==> src/rtl/rs3p_pkg.sv <==
`timescale 1ns / 1ps
package rs3p_pkg;
  localparam int unsigned SYM_W = 8;
  // low byte of the field polynomial x^8+x^4+x^3+x^2+1
  localparam logic [SYM_W-1:0] PRIM_TAIL = 8'h1D;

  typedef logic [SYM_W-1:0] sym_t;

  // multiply by alpha (the element x)
  function automatic sym_t gf_xtime(input sym_t a);
    sym_t r;
    r = {a[SYM_W-2:0], 1'b0};
    if (a[SYM_W-1]) r = r ^ PRIM_TAIL;
    return r;
  endfunction

  // general product, used only on constants at elaboration
  function automatic sym_t gf_mul(input sym_t a, input sym_t b);
    sym_t acc;
    sym_t sh;
    acc = '0;
    sh  = a;
    for (int k = 0; k < SYM_W; k++) begin
      if (b[k]) acc = acc ^ sh;
      sh = gf_xtime(sh);
    end
    return acc;
  endfunction

  function automatic sym_t gf_alpha_pow(input int unsigned e);
    sym_t p;
    p = sym_t'(1);
    for (int unsigned k = 0; k < e; k++) p = gf_xtime(p);
    return p;
  endfunction
endpackage

==> src/rtl/rs3p_gf_cmul.sv <==
`timescale 1ns / 1ps
// Constant-coefficient GF(2^8) multiplier: a fixed XOR matrix whose column j
// is COEF * alpha^j.
module rs3p_gf_cmul
  import rs3p_pkg::*;
#(
  parameter sym_t COEF = sym_t'(1)
) (
  input  sym_t din,
  output sym_t dout
);
  sym_t term [SYM_W];

  for (genvar j = 0; j < SYM_W; j++) begin : g_col
    localparam sym_t COL = gf_mul(COEF, sym_t'(sym_t'(1) << j));
    assign term[j] = din[j] ? COL : '0;
  end

  always_comb begin
    dout = '0;
    for (int j = 0; j < SYM_W; j++) dout = dout ^ term[j];
  end
endmodule

==> src/rtl/rs3p_syn_cell.sv <==
`timescale 1ns / 1ps
// One root: acc <- acc*a^(3i) + A*a^(2i) + B*a^i + C, acc taken as zero on a fresh beat.
module rs3p_syn_cell
  import rs3p_pkg::*;
#(
  parameter int unsigned ROOT = 0
) (
  input  logic clk,
  input  logic rst,
  input  logic step,
  input  logic fresh,
  input  sym_t lane_a,
  input  sym_t lane_b,
  input  sym_t lane_c,
  output sym_t acc_next
);
  localparam int unsigned ORD = (1 << SYM_W) - 1;
  localparam sym_t K1 = gf_alpha_pow(ROOT % ORD);
  localparam sym_t K2 = gf_alpha_pow((2 * ROOT) % ORD);
  localparam sym_t K3 = gf_alpha_pow((3 * ROOT) % ORD);

  sym_t acc_q;
  sym_t fold_in;
  sym_t fold_out;
  sym_t prod_a;
  sym_t prod_b;

  assign fold_in = fresh ? '0 : acc_q;

  rs3p_gf_cmul #(.COEF(K3)) u_fold   (.din(fold_in), .dout(fold_out));
  rs3p_gf_cmul #(.COEF(K2)) u_lane_a (.din(lane_a),  .dout(prod_a));
  rs3p_gf_cmul #(.COEF(K1)) u_lane_b (.din(lane_b),  .dout(prod_b));

  assign acc_next = fold_out ^ prod_a ^ prod_b ^ lane_c;

  always_ff @(posedge clk) begin
    if (rst)       acc_q <= '0;
    else if (step) acc_q <= acc_next;
  end
endmodule

==> src/rtl/rs3p_beat_ctrl.sv <==
`timescale 1ns / 1ps
// Beat counter, codeword boundaries and input back-pressure.
module rs3p_beat_ctrl #(
  parameter int unsigned NCYC = 85
) (
  input  logic clk,
  input  logic rst,
  input  logic in_valid,
  input  logic in_first,
  input  logic bank_free,
  output logic in_ready,
  output logic step,
  output logic fresh,
  output logic close
);
  localparam int unsigned CW = $clog2(NCYC);

  logic [CW-1:0] cnt_q;
  logic          at_edge;

  assign at_edge  = (cnt_q == CW'(NCYC - 1));
  // depends on state only, never on the offered beat
  assign in_ready = !at_edge || bank_free;
  assign step     = in_valid && in_ready;
  assign fresh    = in_first || (cnt_q == '0);
  assign close    = step && at_edge && !in_first;

  always_ff @(posedge clk) begin
    if (rst) begin
      cnt_q <= '0;
    end else if (step) begin
      if (close)      cnt_q <= '0;
      else if (fresh) cnt_q <= CW'(1);
      else            cnt_q <= cnt_q + CW'(1);
    end
  end
endmodule

==> src/rtl/rs3p_syn_bank.sv <==
`timescale 1ns / 1ps
// Holding bank: parallel load of all syndromes, serial shift-out, zero flag.
module rs3p_syn_bank
  import rs3p_pkg::*;
#(
  parameter int unsigned NSYN = 16
) (
  input  logic                    clk,
  input  logic                    rst,
  input  logic                    load,
  input  sym_t                    load_val [NSYN],
  input  logic                    out_ready,
  output logic                    out_valid,
  output logic [$clog2(NSYN)-1:0] out_index,
  output sym_t                    out_syndrome,
  output logic                    no_error,
  output logic                    bank_free
);
  localparam int unsigned IW = $clog2(NSYN);

  sym_t          shreg [NSYN];
  logic          busy_q;
  logic [IW-1:0] idx_q;
  logic          clean_q;
  logic          pop;
  logic          pop_last;
  logic          all_zero;

  assign pop       = busy_q && out_ready;
  assign pop_last  = pop && (idx_q == IW'(NSYN - 1));
  assign bank_free = !busy_q || pop_last;

  always_comb begin
    all_zero = 1'b1;
    for (int k = 0; k < NSYN; k++) begin
      if (load_val[k] != '0) all_zero = 1'b0;
    end
  end

  always_ff @(posedge clk) begin
    if (rst) begin
      busy_q  <= 1'b0;
      idx_q   <= '0;
      clean_q <= 1'b0;
      for (int k = 0; k < NSYN; k++) shreg[k] <= '0;
    end else if (load) begin
      busy_q  <= 1'b1;
      idx_q   <= '0;
      clean_q <= all_zero;
      for (int k = 0; k < NSYN; k++) shreg[k] <= load_val[k];
    end else if (pop) begin
      for (int k = 0; k < NSYN - 1; k++) shreg[k] <= shreg[k+1];
      shreg[NSYN-1] <= '0;
      idx_q <= idx_q + IW'(1);
      if (pop_last) busy_q <= 1'b0;
    end
  end

  assign out_valid    = busy_q;
  assign out_index    = idx_q;
  assign out_syndrome = shreg[0];
  assign no_error     = clean_q;
endmodule

==> src/rtl/rs_syndrome_3p.sv <==
`timescale 1ns / 1ps
module rs_syndrome_3p
  import rs3p_pkg::*;
#(
  parameter int unsigned NSYN = 16,
  parameter int unsigned NCYC = 85
) (
  input  logic                    clk,
  input  logic                    rst,
  input  logic                    in_valid,
  output logic                    in_ready,
  input  logic                    in_first,
  input  logic [SYM_W-1:0]        in_sym_a,
  input  logic [SYM_W-1:0]        in_sym_b,
  input  logic [SYM_W-1:0]        in_sym_c,
  output logic                    out_valid,
  input  logic                    out_ready,
  output logic [$clog2(NSYN)-1:0] out_index,
  output logic [SYM_W-1:0]        out_syndrome,
  output logic                    no_error
);
  logic step;
  logic fresh;
  logic close;
  logic bank_free;
  sym_t syn_next [NSYN];

  rs3p_beat_ctrl #(.NCYC(NCYC)) u_ctrl (
    .clk      (clk),
    .rst      (rst),
    .in_valid (in_valid),
    .in_first (in_first),
    .bank_free(bank_free),
    .in_ready (in_ready),
    .step     (step),
    .fresh    (fresh),
    .close    (close)
  );

  for (genvar i = 0; i < NSYN; i++) begin : g_root
    rs3p_syn_cell #(.ROOT(i)) u_cell (
      .clk     (clk),
      .rst     (rst),
      .step    (step),
      .fresh   (fresh),
      .lane_a  (in_sym_a),
      .lane_b  (in_sym_b),
      .lane_c  (in_sym_c),
      .acc_next(syn_next[i])
    );
  end

  rs3p_syn_bank #(.NSYN(NSYN)) u_bank (
    .clk         (clk),
    .rst         (rst),
    .load        (close),
    .load_val    (syn_next),
    .out_ready   (out_ready),
    .out_valid   (out_valid),
    .out_index   (out_index),
    .out_syndrome(out_syndrome),
    .no_error    (no_error),
    .bank_free   (bank_free)
  );
endmodule

==> config.mk <==
export PLATFORM = sky130hd
export DESIGN_NAME = rs_syndrome_3p
export DESIGN_NICKNAME = d
export VERILOG_FILES = /design/src/rtl/rs3p_pkg.sv /design/src/rtl/rs3p_gf_cmul.sv /design/src/rtl/rs3p_syn_cell.sv /design/src/rtl/rs3p_beat_ctrl.sv /design/src/rtl/rs3p_syn_bank.sv /design/src/rtl/rs_syndrome_3p.sv
export SDC_FILE = /design/constraint.sdc
export NUM_CORES = 1
export LEC_CHECK = 0
export ABC_CLOCK_PERIOD_IN_PS = 6800
export BUFFER_PORTS_ARGS = -buffer_cell sky130_fd_sc_hd__buf_2
export CAP_MARGIN = 15
export CORE_MARGIN = 3
export CORE_UTILIZATION = 35
export CTS_BUF_LIST = sky130_fd_sc_hd__clkbuf_2 sky130_fd_sc_hd__clkbuf_4 sky130_fd_sc_hd__clkbuf_8
export CTS_CLUSTER_DIAMETER = 40
export DETAILED_ROUTE_END_ITERATION = 12
export GPL_TIMING_DRIVEN = 0
export SYNTH_ARGS = -nofsm -noshare
export SYNTH_HDL_FRONTEND = slang
export SYNTH_HIERARCHICAL = 1
export SYNTH_SLANG_ARGS = --single-unit
==> constraint.sdc <==
create_clock -name clk -period 6.8 [get_ports clk]
set_clock_uncertainty 0.05 [all_clocks]
set_input_delay 1.36 -clock clk [delete_from_list [all_inputs] [get_ports clk]]
set_output_delay 1.36 -clock clk [all_outputs]
set_load 0.01 [all_outputs]
==> impl_metrics.env <==
export IMPL_status="complete, no violations"
export IMPL_netlist_instances=2153
export IMPL_final_cell_mix="xnor2_1 (576), xor2_1 (287), nor2_1 (267)"
export IMPL_synth_warnings=6
export IMPL_syn_area_per_cell_um2=10.1
export IMPL_wl_per_cell_um=20.7
export IMPL_setup_tns_ns=0
export IMPL_setup_viol=0
export IMPL_start_kind="flop"
export IMPL_synth_top_area_cell="xnor2_1"
export IMPL_max_cap_violations=0
export IMPL_synth_edf_count=120
export IMPL_clkTransAtPathRegs_ns=0.06
export IMPL_cts_buffers=55
export IMPL_io_buffers=43
export IMPL_cts_root_buf="clkbuf_8"
export IMPL_final_common_cell="xnor2_1"
export IMPL_fmax_mhz=193
export IMPL_p_per_area_nw_per_um2=253
export IMPL_cp_max_fo=49
export IMPL_start_util=0.356
export IMPL_crit_required_ns=7.29
export IMPL_htreeDepth=2
export IMPL_crit_type="flop to flop"
export IMPL_clock_path_buffers=3
export IMPL_ys_flop_type="dfxtp_1"
export IMPL_crit_arrival_ns=5.67
export IMPL_reg2reg_slack_ns=1.61
export IMPL_dieHeight_um=255
export IMPL_pre_cts_ws_ns=1.50
export IMPL_r2r_start="u_ctrl/cnt_q[0]"
export IMPL_min_from="u_bank/shreg[0][124]"
export IMPL_die_w_um=255
export IMPL_wl_mm=64.3
export IMPL_cp_end_kind="flop"
export IMPL_place_hpwl_mm=44.6
export IMPL_hold_buffers=0
export IMPL_rsz0062_at_grt="no"
export IMPL_slew_violations=0
export IMPL_num_io_pins=44
export IMPL_grt_max_degree=81
export IMPL_drive_above_1_share=0.134
export IMPL_synth_area_um2=21600
export IMPL_slew_headroom=0.164
export IMPL_grt_pass1_vias=15500
export IMPL_drt_iter0_markers=1205
export IMPL_ir_worst_vdd_mv=0.126
export IMPL_grt_remaining_overflow=0
export IMPL_finalCritPeriodShare=0.763
export IMPL_cts_resized_gates=0
export IMPL_power_leakage_nw=9.35
export IMPL_synth_area_top_cells="xnor2_1 (23%), edfxtp_1 (17%), dfxtp_1 (14%)"
export IMPL_globalplace_congestion=0.876
export IMPL_crit_start="u_ctrl/cnt_q[0]"
export IMPL_grt_use_total=0.195
export IMPL_grt_first_pass_wirelength_mm=94.9
export IMPL_final_net_count=2304
export IMPL_min_period_ns=5.19
export IMPL_antenna_found_initial=4
export IMPL_seq_area_frac_synth=0.304
export IMPL_synth_top_cell_area_share=0.233
export IMPL_async_reset_ff_frac=0
export IMPL_min_path_type="flop to flop"
export IMPL_num_rows=90
export IMPL_cts_sinks=269
export IMPL_ys_types=52
export IMPL_post_cts_buffers=0
export IMPL_core_region_area_um2=60800
export IMPL_vias_per_cell=5.07
export IMPL_via_count=15700
export IMPL_first_pass_iters=5
export IMPL_clk_latency_ns=0.63
export IMPL_drtAntennaViolNets=0
export IMPL_drc=0
export IMPL_syn_num_nets=2185
export IMPL_hold_viol_final=0
export IMPL_cts_tree="done"
export IMPL_fin_ws_ns=1.61
export IMPL_synth_seq_cells=269
export IMPL_area_growth_pct=13.5
export IMPL_tightest_slew_ns=1.25
export IMPL_die_area_um2=64900
[power by group]
| part | switching, mW | leakage, nW | internal, mW |
|---|---|---|---|
| Clock | 0.765 | 0.649 | 1.16 |
| Sequential | 0.0632 | 2.47 | 1.83 |
| Combinational | 1.43 | 6.23 | 0.968 |
| Total | 2.25 | 9.35 | 3.96 |
[metal layers]
metal  GRT usage  up-vias  share of wire
li1            -     7370              -
met1       0.261     7659           0.44
met2       0.310      570           0.45
met3      0.0476      125          0.081
met4      0.0637        2          0.030
met5           0        -        0.00011
[synthesized netlist by cell type (26+ instances only)]
cell type  count
nor2b_1      130
a22o_1       119
o21a_1       128
nor4_1        32
inv_1         26
buf_4         69
xor2_1       287
xnor2_1      576
edfxtp_1     120
xnor3_1       30
dfxtp_1      149
nor2_1       267
[kinds of logic after synthesis]
kind of cell / share of synthesized area
and+or+nand+nor: 0.107
adders and majority gates: 0.00173
muxes: 0.000462
xor gates and xnor gates: 0.442
AOI/OAI and AO/OA: 0.104
buffers and inverters: 0.0401
DFF: 0.304
[worst paths after layout]
kind | depth (start not counted) | endpoint
setup / recovery | 13 | u_bank/no_error
hold / removal | 2 | u_bank/shreg[0][124]
setup reg to reg | 13 | u_bank/no_error
hold reg to reg | 2 | u_bank/shreg[0][124]
[flip-flops by register name (all words and copies together), names as in the netlist]
name and cells:
u_bank/out_valid 1, u_ctrl/cnt_q 7, u_bank/no_error 1, u_bank/shreg 128, u_bank/out_index 4, g_root.u_cell/acc_q 128
[metrics by stage]
stage / instance area [µm²] / utilization / hold slack, ns / instances / total power, mW
after floorplan: 21600 / - / 0.387 / 2153 / 3.55
after global placement: 22800 / 0.376 / 0.400 / 2978 / 4.24
after detailed placement: 23200 / 0.382 / 0.410 / 2995 / 4.29
after CTS: 24500 / 0.403 / 0.419 / 3096 / 6.25
after global routing: 24600 / 0.404 / 0.436 / 3099 / 6.51
final: 24600 / 0.404 / 0.419 / 3101 / 6.22
[area by class of cell]
class / count / area [µm²]
timing repair buffer: 62 / 636
sequential: 269 / 6590
buffer: 124 / 769
tap: 782 / 978
inverter: 26 / 97.6
fill: 5901 / 36200
clock buffer: 71 / 927
antenna: 3 / 7.51
clock inverter: 30 / 347
multi-input combinational: 1734 / 14200
[critical path, stage by stage (launching register included)]
cell     delay, ns
dfxtp_1       0.34
inv_1         0.07
ha_1          0.15
nor3b_1       0.64
a21o_4        0.56
nor2b_1       0.22
xnor2_2       0.31
xor3_1        0.39
xnor2_1       0.15
xnor2_1       0.31
nor4_1        0.91
nand4_1       0.23
or4_1         0.56
o31ai_2       0.17
Power figures use the tool's default switching activity.
